### config.mk
export PLATFORM = sky130hd
export DESIGN_NAME = hash_probe_engine
export DESIGN_NICKNAME = d
export VERILOG_FILES = /design/src/rtl/hpe_pkg.sv /design/src/rtl/hpe_hash.sv /design/src/rtl/hpe_thread_table.sv /design/src/rtl/hpe_recycle_fifo.sv /design/src/rtl/hash_probe_engine.sv
export SDC_FILE = /design/constraint.sdc
export NUM_CORES = 1
export LEC_CHECK = 0
export ABC_AREA = 1
export CAP_MARGIN = 40
export CORE_MARGIN = 1
export CORE_UTILIZATION = 50
export DETAILED_ROUTE_END_ITERATION = 10
export PLACE_DENSITY = 0.73
export RECOVER_POWER = 100
export SLEW_MARGIN = 5
export SYNTH_ARGS = -nofsm -noshare
export SYNTH_HDL_FRONTEND = slang
export SYNTH_HIERARCHICAL = 1
export SYNTH_SLANG_ARGS = --single-unit
export TNS_END_PERCENT = 20
### constraint.sdc
create_clock -name clk -period 7 [get_ports clk]
set_input_delay 1.4 -clock clk [delete_from_list [all_inputs] [get_ports clk]]
set_output_delay 1.4 -clock clk [all_outputs]
set_load 0.01 [all_outputs]
### src/rtl/hpe_pkg.sv
package hpe_pkg;
  typedef enum logic {
    VISIT_NODE = 1'b0,
    VISIT_HEAD = 1'b1
  } visit_e;
endpackage

### src/rtl/hpe_hash.sv
module hpe_hash #(
  parameter int KW = 16,
  parameter int BW = 4,
  parameter int unsigned HASH_MUL = 'h9E37
) (
  input  logic [KW-1:0] key,
  output logic [BW-1:0] idx
);
  logic [KW-1:0] prod;

  always_comb begin
    prod = key * KW'(HASH_MUL);
    idx  = prod[KW-1 -: BW];
  end
endmodule

### src/rtl/hpe_thread_table.sv
module hpe_thread_table
  import hpe_pkg::*;
#(
  parameter int NT = 4,
  parameter int KW = 16,
  parameter int PW = 16,
  parameter int TW = 2
) (
  input  logic          clk,
  input  logic          rst_n,
  input  logic          alloc_en,
  input  logic [KW-1:0] alloc_key,
  input  logic [PW-1:0] alloc_pay,
  output logic [TW-1:0] alloc_tag,
  output logic          free_avail,
  input  logic [TW-1:0] look_tag,
  output logic [KW-1:0] look_key,
  output logic [PW-1:0] look_pay,
  output visit_e        look_visit,
  input  logic          seen_en,
  input  logic          ret_en,
  output logic          any_busy
);
  logic [NT-1:0] busy_q, busy_d;
  logic [NT-1:0] head_q, head_d;
  logic [KW-1:0] key_q [NT];
  logic [PW-1:0] pay_q [NT];

  // lowest free tag
  always_comb begin
    alloc_tag  = '0;
    free_avail = 1'b0;
    for (int i = NT - 1; i >= 0; i--) begin
      if (!busy_q[i]) begin
        alloc_tag  = TW'(i);
        free_avail = 1'b1;
      end
    end
  end

  always_comb begin
    busy_d = busy_q;
    head_d = head_q;
    if (seen_en) head_d[look_tag] = 1'b0;
    if (ret_en)  busy_d[look_tag] = 1'b0;
    if (alloc_en) begin
      busy_d[alloc_tag] = 1'b1;
      head_d[alloc_tag] = 1'b1;
    end
  end

  always_ff @(posedge clk or negedge rst_n) begin
    if (!rst_n) begin
      busy_q <= '0;
      head_q <= '0;
    end else begin
      busy_q <= busy_d;
      head_q <= head_d;
    end
  end

  always_ff @(posedge clk) begin
    if (alloc_en) begin
      key_q[alloc_tag] <= alloc_key;
      pay_q[alloc_tag] <= alloc_pay;
    end
  end

  assign look_key   = key_q[look_tag];
  assign look_pay   = pay_q[look_tag];
  assign look_visit = head_q[look_tag] ? VISIT_HEAD : VISIT_NODE;
  assign any_busy   = |busy_q;

  // a response only retires a thread that owns its tag
  p_ret_owned_r7: assert property (@(posedge clk) disable iff (!rst_n)
    ret_en |-> busy_q[look_tag]);
  // a newly allocated tag is never the one being retired
  p_alloc_distinct_r7: assert property (@(posedge clk) disable iff (!rst_n)
    (alloc_en && ret_en) |-> (alloc_tag != look_tag));
endmodule

### src/rtl/hpe_recycle_fifo.sv
module hpe_recycle_fifo #(
  parameter int DEPTH = 4,
  parameter int TW    = 2,
  parameter int AW    = 8,
  localparam int PTRW = (DEPTH > 1) ? $clog2(DEPTH) : 1,
  localparam int CW   = $clog2(DEPTH + 1)
) (
  input  logic          clk,
  input  logic          rst_n,
  input  logic          push,
  input  logic [TW-1:0] push_tag,
  input  logic [AW-1:0] push_ptr,
  input  logic          pop,
  output logic          empty,
  output logic [TW-1:0] head_tag,
  output logic [AW-1:0] head_ptr
);
  logic [TW-1:0]   tag_q [DEPTH];
  logic [AW-1:0]   ptr_q [DEPTH];
  logic [PTRW-1:0] wr_q, wr_d, rd_q, rd_d;
  logic [CW-1:0]   cnt_q, cnt_d;

  always_comb begin
    wr_d  = wr_q;
    rd_d  = rd_q;
    cnt_d = cnt_q;
    if (push) wr_d = (wr_q == PTRW'(DEPTH - 1)) ? '0 : wr_q + 1'b1;
    if (pop)  rd_d = (rd_q == PTRW'(DEPTH - 1)) ? '0 : rd_q + 1'b1;
    case ({push, pop})
      2'b10:   cnt_d = cnt_q + 1'b1;
      2'b01:   cnt_d = cnt_q - 1'b1;
      default: cnt_d = cnt_q;
    endcase
  end

  always_ff @(posedge clk or negedge rst_n) begin
    if (!rst_n) begin
      wr_q  <= '0;
      rd_q  <= '0;
      cnt_q <= '0;
    end else begin
      wr_q  <= wr_d;
      rd_q  <= rd_d;
      cnt_q <= cnt_d;
    end
  end

  always_ff @(posedge clk) begin
    if (push) begin
      tag_q[wr_q] <= push_tag;
      ptr_q[wr_q] <= push_ptr;
    end
  end

  assign empty    = (cnt_q == '0);
  assign head_tag = tag_q[rd_q];
  assign head_ptr = ptr_q[rd_q];

  // the queue holds one slot per thread, so it never overflows
  p_no_overflow_r6: assert property (@(posedge clk) disable iff (!rst_n)
    (push && !pop) |-> (cnt_q != CW'(DEPTH)));
  p_no_underflow_r6: assert property (@(posedge clk) disable iff (!rst_n)
    pop |-> !empty);
endmodule

### src/rtl/hash_probe_engine.sv
module hash_probe_engine
  import hpe_pkg::*;
#(
  parameter int KW = 16,
  parameter int PW = 16,
  parameter int AW = 8,
  parameter int BW = 4,
  parameter int NT = 4,
  parameter int unsigned HASH_MUL = 'h9E37,
  localparam int TW = (NT > 1) ? $clog2(NT) : 1,
  localparam int DW = KW + PW + AW
) (
  input  logic          clk,
  input  logic          rst_n,
  input  logic          in_valid,
  output logic          in_ready,
  input  logic [KW-1:0] in_key,
  input  logic [PW-1:0] in_pay,
  input  logic          in_eos,
  output logic          mem_req_valid,
  output logic [AW-1:0] mem_req_addr,
  output logic [TW-1:0] mem_req_tag,
  input  logic          mem_rsp_valid,
  input  logic [TW-1:0] mem_rsp_tag,
  input  logic [DW-1:0] mem_rsp_data,
  output logic          res_valid,
  output logic [KW-1:0] res_key,
  output logic [PW-1:0] res_probe_pay,
  output logic [PW-1:0] res_build_pay,
  output logic          done
);
  logic [BW-1:0] bkt_idx;
  logic [TW-1:0] alloc_tag, rq_tag;
  logic [AW-1:0] rq_ptr;
  logic          free_avail, any_busy, rq_empty;
  logic [KW-1:0] ctx_key;
  logic [PW-1:0] ctx_pay;
  visit_e        ctx_visit;

  logic [KW-1:0] rsp_key;
  logic [PW-1:0] rsp_pay;
  logic [AW-1:0] rsp_next;
  logic          take_new, take_old, chain_more, chain_end, hit;

  logic          req_v_q, req_v_d;
  logic [AW-1:0] req_a_q, req_a_d;
  logic [TW-1:0] req_t_q, req_t_d;
  logic          res_v_q, res_v_d, done_q, done_d;
  logic [KW-1:0] res_k_q;
  logic [PW-1:0] res_pp_q, res_bp_q;

  hpe_hash #(.KW(KW), .BW(BW), .HASH_MUL(HASH_MUL)) u_hash (
    .key (in_key),
    .idx (bkt_idx)
  );

  assign {rsp_key, rsp_pay, rsp_next} = mem_rsp_data;

  // entry arbiter: recirculated threads first
  always_comb begin
    take_old = !rq_empty;
    in_ready = rq_empty && free_avail;
    take_new = in_valid && in_ready;
  end

  // response classification
  always_comb begin
    chain_more = mem_rsp_valid && (rsp_next != '0);
    chain_end  = mem_rsp_valid && (rsp_next == '0);
    hit        = mem_rsp_valid && (ctx_visit == VISIT_NODE) && (rsp_key == ctx_key);
  end

  hpe_thread_table #(.NT(NT), .KW(KW), .PW(PW), .TW(TW)) u_threads (
    .clk        (clk),
    .rst_n      (rst_n),
    .alloc_en   (take_new),
    .alloc_key  (in_key),
    .alloc_pay  (in_pay),
    .alloc_tag  (alloc_tag),
    .free_avail (free_avail),
    .look_tag   (mem_rsp_tag),
    .look_key   (ctx_key),
    .look_pay   (ctx_pay),
    .look_visit (ctx_visit),
    .seen_en    (mem_rsp_valid),
    .ret_en     (chain_end),
    .any_busy   (any_busy)
  );

  hpe_recycle_fifo #(.DEPTH(NT), .TW(TW), .AW(AW)) u_recycle (
    .clk      (clk),
    .rst_n    (rst_n),
    .push     (chain_more),
    .push_tag (mem_rsp_tag),
    .push_ptr (rsp_next),
    .pop      (take_old),
    .empty    (rq_empty),
    .head_tag (rq_tag),
    .head_ptr (rq_ptr)
  );

  // next-state
  always_comb begin
    req_v_d = take_old || take_new;
    req_a_d = take_old ? rq_ptr : {{(AW-BW){1'b0}}, bkt_idx};
    req_t_d = take_old ? rq_tag : alloc_tag;
    res_v_d = hit;
    done_d  = in_eos && !in_valid && !any_busy && rq_empty;
  end

  always_ff @(posedge clk or negedge rst_n) begin
    if (!rst_n) begin
      req_v_q <= 1'b0;
      res_v_q <= 1'b0;
      done_q  <= 1'b0;
    end else begin
      req_v_q <= req_v_d;
      res_v_q <= res_v_d;
      done_q  <= done_d;
    end
  end

  always_ff @(posedge clk) begin
    if (req_v_d) begin
      req_a_q <= req_a_d;
      req_t_q <= req_t_d;
    end
    if (hit) begin
      res_k_q  <= ctx_key;
      res_pp_q <= ctx_pay;
      res_bp_q <= rsp_pay;
    end
  end

  assign mem_req_valid = req_v_q;
  assign mem_req_addr  = req_a_q;
  assign mem_req_tag   = req_t_q;
  assign res_valid     = res_v_q;
  assign res_key       = res_k_q;
  assign res_probe_pay = res_pp_q;
  assign res_build_pay = res_bp_q;
  assign done          = done_q;

  // a continuing chain blocks new input on the following cycle
  p_recycle_first_r6: assert property (@(posedge clk) disable iff (!rst_n)
    (mem_rsp_valid && (rsp_next != '0)) |=> !in_ready);
  // a result always follows a memory response
  p_result_source_r4: assert property (@(posedge clk) disable iff (!rst_n)
    res_valid |-> $past(mem_rsp_valid));
  // an empty bucket yields no result
  p_empty_drop_r3: assert property (@(posedge clk) disable iff (!rst_n)
    (mem_rsp_valid && (ctx_visit == VISIT_HEAD)) |=> !res_valid);
  // done implies end of stream was signalled and no request is issued
  p_done_eos_r8: assert property (@(posedge clk) disable iff (!rst_n)
    done |-> ($past(in_eos) && !mem_req_valid));
endmodule

==> summary.txt <==
Outcome - finished with violations
Failing checks - capacitance limit, slew limit
Worst-path fanout max - 7
RSZ-0062 raised after global routing - false
WS Path Type - in -> reg
DR iter-0 viols - 442
CTS-repair resized insts - 0
Synth area leader - edfxtp_1
Detail Route Antenna Nets - 0
Reg clk slew, reported paths - 0.06 ns
Slew @ Worst Pin - 2.19 ns
WHS Path Cells - 1
GRT Overall Usage - 20.1%
Worst R2R Path Depth - 7
First-pass GRT wire length - 37700 um
CTS Buf Count - 25
Die H - 156 um
Largest net degree at the start of global routing - 42
CTS tree - yes
Tcrit/Tclk final - 86.2%
Setup_tns - 0 ns
FMAX - 166 MHz
Area Overhead vs Synth - 20.8%
Slew Limit Headroom - -45.9%
Flip-flop and latch area - 0.00724 mm2
Power density cells - 336 mW/mm2
Hold-fix buffers, CTS - 0
Most used DFF post-synth - edfxtp_1
Endpoints failing setup - 0
Layout cells sized above 1 - 3.50%
Vias/cell - 4.95
Final nets - 1366
Post-CTS setup buffers - 0
Pleak - 5.96 nW
Register area share after synthesis - 61.0%
Dpl ws - 0.523 ns
Total gr overflow - 0
Yosys cell types - 32
Die width - 156 um
DRT Pass-1 Iters - 4
Hold_ws - 0.504 ns
Multi-input logic area - 0.00377 mm2
Final Hold Viols - 0
Fin. max-slew vios - 131
Number of max-cap violations - 4
Hold Crit Class - reg -> reg
Detailed Route WL - 23800 um
Cell with the most instances after synthesis - nand2_1
Min cycle time layout - 6.03 ns
Total die area - 0.0243 mm2
Clock root buffer - clkbuf_16
Worst-Skew Late Latency - 0.52 ns
Dpl hpwl - 17000 um
Syn. warnings - 6
Initial core utilization - 51.7%
Yosys top cell area share - 57.2%
Ys async rst share - 7.38%
Final Skew - 0.0186 ns
Clock Path Buffers - 3
Net Count, Synth - 1206
Post-layout util - 62.5%
Row count - 55
Routed wire per std cell - 15.7 um
Slack of the critical path - 0.969 ns
Vias post-DR - 7481
Top Ports - 141
PortBufs - 140
Setup crit start kind - primary input
Avg Inst Size Synth - 11.6 um2
Clk sinks - 244
GP Congestion - 0.919
Post-Syn Area - 0.0119 mm2
Antenna Diode Count - 0
Maximum vdd ir drop - 0.000207 V
#FFs+latches synth - 244
Initial antenna violation count - 0
Max H-tree Level - 1
Nature of the critical path endpoint - register
R2r setup slk - 3.04 ns
Data arrival, critical path - 6.29 ns
Post-synthesis cell count - 1023
Critical path required time - 7.26 ns
Number of synthesized flops with an enable pin - 226
CORE AREA - 0.0229 mm2
Vias in the first global route - 7303
Largest cells by area after synthesis - edfxtp_1, nand2_1, fa_1
Fill count - 1735
Top post-synthesis cells by count - nand2_1, edfxtp_1, inv_1
DR DRC count - 0
## layer usage
| metal | up-vias | part of all wire, % | GRT usage, % |
|---|---|---|---|
| li1 | 3686 | - | - |
| met2 | 233 | 50 | 35.2 |
| met4 | 0 | 2.4 | 6.16 |
| met1 | 3523 | 42 | 26.2 |
| met3 | 39 | 5.7 | 2.53 |
| met5 | - | 0 | 0 |
## report_power, final
group          internal [mW]  switching [mW]
sequential              1.83          0.0808
clock                  0.718           0.507
combinational          0.651            1.03
total                   3.20            1.62
## layout by cell type (no fill, tap or decap), drive strengths merged
cell,Yosys,final
inv,185,184
a21oi,12,12
nor3,3,3
o21a,1,1
nand3,16,16
nand4,37,37
edfxtp,226,226
clkinv,0,8
buf,17,3
o22ai,2,2
xor2,10,10
clkbuf,3,45
dfrtp,18,18
xnor2,9,9
bufinv,0,1
nor2,29,29
ha,61,61
dlygate4sd3,0,122
nand3b,1,1
nor4,1,1
fa,43,43
o211a,1,1
nand2,305,305
o211ai,21,21
clkdlybuf4s50,0,18
a21o,2,2
o21ai,20,20
## worst max-delay path: stages
cell and delay [ns]:
dlygate4sd3_1 0.66, ha_1 0.37, inv_1 0.07, fa_1 0.56, fa_1 0.45, fa_1 0.52
fa_1 0.54, fa_1 0.58, inv_1 0.05, ha_1 0.33, nand2_1 0.12, nor2_1 0.05
nand2_1 0.06, o211ai_1 0.08, a21oi_1 0.18, inv_1 0.06, nand2_1 0.06, nand2_1 0.04
nand2_1 0.05, nand2_1 0.06
## cell families after synthesis
kind of cell / count (synthesis) / synth area share [%]
buf+inv: 205 / 7.10
simple gates: 392 / 13.6
flops: 244 / 61.0
fa+ha+maj: 104 / 13.7
compound gates: 59 / 3.16
xor+xnor: 19 / 1.40
## cell type report
cell class	count	area share (%)
Timing Repair Buffer	153	10.3
Inverter	185	4.85
Sequential cell	244	50.5
Multi-Input combinational cell	574	26.3
Clock inverter	8	0.550
Clock buffer	35	4.77
Tap cell	313	2.73
## registers in the layout, indices dropped and copies added (netlist names), 3 cells and up
signal            flops
mem_req_addr          8
u_threads/key_q      64
u_threads/pay_q      64
u_recycle/tag_q       8
u_recycle/cnt_q       3
u_threads/head_q      4
res_build_pay        16
res_key              16
res_probe_pay        16
u_recycle/ptr_q      32
u_threads/busy_q      4
## per-stage QoR
stage,total power [mW],cells,area [um2]
2_1_floorplan,3.17,1023,11900
3_5_place_dp,3.66,1469,13700
3_3_place_gp,3.59,1464,13600
4_1_cts,4.90,1512,14400
6_report,4.82,1512,14300
5_1_grt,5.17,1512,14300
## path summary, 6_finish.rpt
path                                                      from                               to
worst max-delay path                                in_key[10]        mem_req_addr[3]$_DFFE_PP_
worst min-delay path            u_recycle/cnt_q[0]$_DFFE_PN0P_   u_recycle/cnt_q[0]$_DFFE_PN0P_
worst max register to register  u_recycle/cnt_q[1]$_DFFE_PN0P_  u_threads/key_q[3][6]$_DFFE_PP_
worst min register to register  u_recycle/cnt_q[0]$_DFFE_PN0P_   u_recycle/cnt_q[0]$_DFFE_PN0P_
max in group asynchronous                                rst_n    u_threads/busy_q[1]$_DFF_PN0_
min in group asynchronous                                rst_n   u_recycle/cnt_q[0]$_DFFE_PN0P_
Note: power is estimated with default switching activity, not from simulation.
